==> config.mk <==
export PLATFORM = sky130hd
export DESIGN_NAME = flit_codec
export DESIGN_NICKNAME = d
export VERILOG_FILES = /design/src/rtl/flit_codec_pkg.sv /design/src/rtl/codec_cost.sv /design/src/rtl/codec_enc.sv /design/src/rtl/codec_dec.sv /design/src/rtl/flit_codec.sv
export SDC_FILE = /design/constraint.sdc
export NUM_CORES = 1
export LEC_CHECK = 0
export BUFFER_PORTS_ARGS = -buffer_cell sky130_fd_sc_hd__buf_2
export CAP_MARGIN = 20
export CORE_MARGIN = 5
export CORE_UTILIZATION = 52
export DETAILED_ROUTE_END_ITERATION = 16
export PLACE_DENSITY = 0.82
export RECOVER_POWER = 100
export SYNTH_ARGS = -nofsm -noshare
export SYNTH_HDL_FRONTEND = slang
export SYNTH_HIERARCHICAL = 1
export SYNTH_SLANG_ARGS = --single-unit
==> constraint.sdc <==
create_clock -name clk_i -period 4.75 [get_ports clk_i]
set_input_delay 0.2375 -clock clk_i [delete_from_list [all_inputs] [get_ports clk_i]]
set_output_delay 0.2375 -clock clk_i [all_outputs]
set_load 0.03 [all_outputs]
==> src/rtl/flit_codec_pkg.sv <==
package flit_codec_pkg;
  // coupling weight of one adjacent line pair between two consecutive words
  function automatic logic [1:0] pair_weight(input logic p_lo, input logic p_hi,
                                             input logic c_lo, input logic c_hi);
    logic t_lo, t_hi;
    t_lo = p_lo ^ c_lo;
    t_hi = p_hi ^ c_hi;
    if (t_lo != t_hi) return 2'd1;
    if (t_lo && (c_lo != c_hi)) return 2'd2;
    return 2'd0;
  endfunction
endpackage

==> src/rtl/codec_cost.sv <==
module codec_cost #(
  parameter int W  = 8,
  parameter int CW = $clog2(3 * W) + 1
) (
  input  logic [W-1:0]  prev_i,
  input  logic [W-1:0]  cand_i,
  output logic [CW-1:0] cost_o
);
  import flit_codec_pkg::*;

  logic [W-1:0] rise;
  logic [1:0]   pw [W-1];

  for (genvar gi = 0; gi < W; gi++) begin : g_rise
    assign rise[gi] = ~prev_i[gi] & cand_i[gi];
  end

  for (genvar gp = 0; gp < W - 1; gp++) begin : g_pair
    assign pw[gp] = pair_weight(prev_i[gp], prev_i[gp+1], cand_i[gp], cand_i[gp+1]);
  end

  always_comb begin
    cost_o = '0;
    for (int j = 0; j < W; j++)     cost_o = cost_o + CW'(rise[j]);
    for (int j = 0; j < W - 1; j++) cost_o = cost_o + CW'(pw[j]);
  end
endmodule

==> src/rtl/codec_enc.sv <==
module codec_enc #(
  parameter int LINK_W = 8,
  localparam int DW = LINK_W - 1
) (
  input  logic [DW-1:0]     data_i,
  input  logic              head_i,
  input  logic [LINK_W-1:0] hist_i,
  output logic [LINK_W-1:0] link_o
);
  localparam int CW = $clog2(3 * LINK_W) + 1;

  logic [DW-1:0]     odd_mask;
  logic [LINK_W-1:0] cand_plain, cand_inv;
  logic [CW-1:0]     cost_plain, cost_inv;

  for (genvar gi = 0; gi < DW; gi++) begin : g_mask
    assign odd_mask[gi] = (gi % 2 == 1);
  end

  assign cand_plain = {1'b0, data_i};
  assign cand_inv   = {1'b1, data_i ^ odd_mask};

  codec_cost #(.W(LINK_W), .CW(CW)) i_cost_plain (
    .prev_i(hist_i), .cand_i(cand_plain), .cost_o(cost_plain)
  );
  codec_cost #(.W(LINK_W), .CW(CW)) i_cost_inv (
    .prev_i(hist_i), .cand_i(cand_inv), .cost_o(cost_inv)
  );

  always_comb begin
    if (head_i)                     link_o = cand_plain;
    else if (cost_inv < cost_plain) link_o = cand_inv;
    else                            link_o = cand_plain;
  end
endmodule

==> src/rtl/codec_dec.sv <==
module codec_dec #(
  parameter int LINK_W = 8,
  localparam int DW = LINK_W - 1
) (
  input  logic [LINK_W-1:0] link_i,
  input  logic              head_i,
  output logic [DW-1:0]     data_o
);
  logic [DW-1:0] odd_mask;

  for (genvar gi = 0; gi < DW; gi++) begin : g_mask
    assign odd_mask[gi] = (gi % 2 == 1);
  end

  assign data_o = (!head_i && link_i[DW]) ? (link_i[DW-1:0] ^ odd_mask)
                                          : link_i[DW-1:0];
endmodule

==> src/rtl/flit_codec.sv <==
module flit_codec #(
  parameter int LINK_W = 8,
  localparam int DW = LINK_W - 1
) (
  input  logic              clk_i,
  input  logic              rst_ni,
  input  logic              in_valid_i,
  output logic              in_ready_o,
  input  logic [DW-1:0]     in_data_i,
  input  logic              in_head_i,
  input  logic              in_tail_i,
  output logic              out_valid_o,
  input  logic              out_ready_i,
  output logic [LINK_W-1:0] out_link_o,
  output logic              out_head_o,
  output logic              out_tail_o,
  input  logic [LINK_W-1:0] rx_link_i,
  input  logic              rx_head_i,
  output logic [DW-1:0]     rx_data_o
);
  logic [LINK_W-1:0] hist_q;
  logic              fire;

  assign out_valid_o = in_valid_i;
  assign in_ready_o  = out_ready_i;
  assign out_head_o  = in_head_i;
  assign out_tail_o  = in_tail_i;
  assign fire        = in_valid_i & out_ready_i;

  codec_enc #(.LINK_W(LINK_W)) i_enc (
    .data_i(in_data_i), .head_i(in_head_i), .hist_i(hist_q), .link_o(out_link_o)
  );

  // a header restarts the history so the first body flit compares against zero
  always_ff @(posedge clk_i or negedge rst_ni) begin
    if (!rst_ni)        hist_q <= '0;
    else if (fire)      hist_q <= in_head_i ? '0 : out_link_o;
  end

  codec_dec #(.LINK_W(LINK_W)) i_dec (
    .link_i(rx_link_i), .head_i(rx_head_i), .data_o(rx_data_o)
  );
endmodule

==> metrics.txt <==
synthesized netlist cell count 233; die height 74.97 µm; Die ar. 5620 µm²; period utilization 117.3%; CTS Buffer Depth 2; DRT iter0 DRCs 42; syn_area_per_cell about 9.4 µm²; Core ar. 4058 µm²; Synth Register Bits 8; drt first pass iters 4; TritonCTS buffer count 3; main area contributors after synthesis fa_1 (27%), ha_1 (17%), xnor2_1 (14%), inv_1 (11%), dfrtp_1 (9.1%); Fmax 0.1795 GHz; fin cells 343; via count 1673; Distinct cells, synth 21; RD Place Congestion 0.8297; Setup Skew 0.001698 ns; Vias/cell between 4 and 5; HP Class input pin to asynchronous set/reset pin; placed wire-length estimate 4.222 mm; max reg flops 8; RSZ-0062 raised after global routing true; final slew viol count 0; Reg2Reg Depth 20; setup ws final -0.8220 ns; initial antenna violation count 0; GR Util met2 a little over a third; Post-synth EDFFs 0; CP Launch Point hist_q[5]; Filler cells 285; Ant. Diodes 0; critical path arrival 5.33 ns; GR Util met1 between 20 and 30%; pin count of the biggest net entering global routing 11; Synth area leader fa_1; share of layout cells above drive strength 1 37.20%; commonest cells in the netlist inv_1 (63), xnor2_1 (36), fa_1 (30); Initial Utilization 54.09%; busiest grt layer met2; # rows 23; die width 74.97 µm; DRC viols 0; root buffer cell clkbuf_8; Placed Cells 335; Critical Path RT 4.51 ns; total congestion overflow 0; gr usage total 19.77%; most frequent cell after synthesis inv_1; CTS tree done; WL final 5.005 mm; worst r2r src hist_q[5]; WL per Instance between 10 and 15 µm; number of global-route vias before repair 1832; area grow syn2layout 34.55%; Final setup viols 8; Startpoint Class register; minimum clock period ~5.6 ns; CTS Sinks 8; Seq/Total Area, Yosys 9.122%; share of the synthesized area in the top cell type 27.37%; first-pass GRT wire length 8.355 mm; fin nets 376; CTS clock-pin slew for the worst setup and hold paths 0.04 ns; Regs by FF count hist_q: 8 flops; H-tree depth 1; async set or reset register ratio after synthesis 100.0%; synth warn 6; outcome finished, violations left; failing checks negative setup slack; Top reg by flops hist_q; clk_lat worst skew about 0.23 ns; CP endpoint kind output pin; synthesized area 2195 µm²; Max FO, Critical Path 4; Setup Crit Path Kind register to output pin; met3 GRT Util between 3 and 4%; port buffer count 30; # Max-Cap Violations 0; I/O pin total 41; Final ANT Viol Nets 0; Hold Vio Cnt, Final 0; ys flop type dfrtp_1
==> metrics by stage <==
step           setup slack (ns)  setup TNS (ns)  area, µm²  util (%)  hold slack, ns
2_1_floorplan           -0.6365          -3.756       2352         -        -0.05809
3_3_place_gp            -0.7537          -5.562       2728     67.22         0.08841
3_5_place_dp            -0.7991          -5.909       2728     67.22         0.09179
4_1_cts                 -0.8445          -6.063       2869     70.71          0.3889
5_1_grt                 -0.9797          -7.235       2953     72.77          0.4751
6_report                -0.8220          -6.015       2953     72.77          0.4745
==> critical path, cell delays in order (launching register included) <==
cell,delay (ns)
dfrtp_2,0.43
inv_2,0.08
ha_4,0.22
xnor2_2,0.14
fa_1,0.53
fa_1,0.44
fa_1,0.49
fa_1,0.54
inv_2,0.05
fa_2,0.39
fa_2,0.36
a21o_1,0.17
a21o_1,0.22
ha_4,0.17
a211oi_4,0.23
o221ai_4,0.14
buf_12,0.17
xnor2_4,0.16
buf_6,0.15
==> timing repair <==
action,in CTS,in global routing
buffers inserted,3,1
setup endpoints to repair,8,8
hold endpoints to repair,8,0
gates resized for setup,16,19
pin swaps,1,6
hold buffers,1,0
==> layout make-up <==
type | instances | area (µm²) | share of cell area [%]
Inverter | 63 | 244.0 | 8.263
Sequential cell | 8 | 201.4 | 6.822
Timing Repair Buffer | 69 | 479.2 | 16.23
Clock buffer | 3 | 41.29 | 1.398
Multi-Input combinational cell | 150 | 1924 | 65.17
Tap cell | 50 | 62.56 | 2.119
==> per-layer routing <==
| layer | wire length (µm) | share of wire (%) |
|---|---|---|
| met4 | 72 | 1.4 |
| met2 | 2650 | 53 |
| met3 | 248 | 5.0 |
| met1 | 2034 | 41 |
| met5 | 0 | 0 |
==> cells by family (layout without fill, tap and decap cells) <==
family / count (synthesis) / in the layout / synth area share, %
and+or+nand+nor: 27 / 27 / 7.127
other: 4 / 6 / 0.6840
buffers and inverters: 77 / 135 / 15.56
muxes: 8 / 8 / 4.105
DFF: 8 / 8 / 9.122
adders and majority gates: 59 / 59 / 43.90
AOI/OAI and AO/OA: 12 / 12 / 4.333
xor gates and xnor gates: 38 / 38 / 15.17
==> path summary, 6_finish.rpt <==
path	end	slack, ns
setup / recovery	out_link_o[1]	-0.82
hold reg to reg	hist_q[7]	0.53
hold / removal	hist_q[6]	0.47
min in group clk_i	rx_data_o[4]	0.48
max in group asynchronous	hist_q[5]	3.93
setup reg to reg	hist_q[7]	-0.70
==> cell usage in the layout, fill, tap and decap left out <==
| cell type | netlist | final |
|---|---|---|
| inv_1 | 63 | 58 |
| buf_4 | 14 | 35 |
| xnor2_1 | 36 | 31 |
| fa_1 | 30 | 26 |
| ha_1 | 29 | 21 |
| buf_2 | 0 | 16 |
| clkbuf_1 | 0 | 11 |
| nor2b_1 | 8 | 8 |
| mux2_2 | 8 | 8 |
| nor3_2 | 0 | 8 |
| dfrtp_1 | 8 | 7 |
| ha_4 | 0 | 6 |
| conb_1 | 4 | 6 |
| a21o_1 | 6 | 6 |
| a21oi_2 | 2 | 4 |
| inv_2 | 0 | 4 |
| fa_2 | 0 | 4 |
| buf_6 | 0 | 4 |
| clkbuf_8 | 0 | 3 |
| xnor2_4 | 0 | 3 |
| nor3_1 | 14 | 3 |
| nor3_4 | 0 | 3 |
| nand2_1 | 1 | 2 |
| xnor2_2 | 0 | 2 |
| xor2_1 | 2 | 2 |
| ha_2 | 0 | 2 |
| buf_12 | 0 | 2 |
| dfrtp_2 | 0 | 1 |
| dlygate4sd3_1 | 0 | 1 |
| nand2b_4 | 1 | 1 |
| nand2b_1 | 1 | 1 |
| nand4_1 | 1 | 1 |
| a211oi_4 | 0 | 1 |
| o221ai_4 | 0 | 1 |
| inv_8 | 0 | 1 |
Power is not shown: default switching activity piles up to over one toggle a cycle in this logic, so the estimate is an artifact.
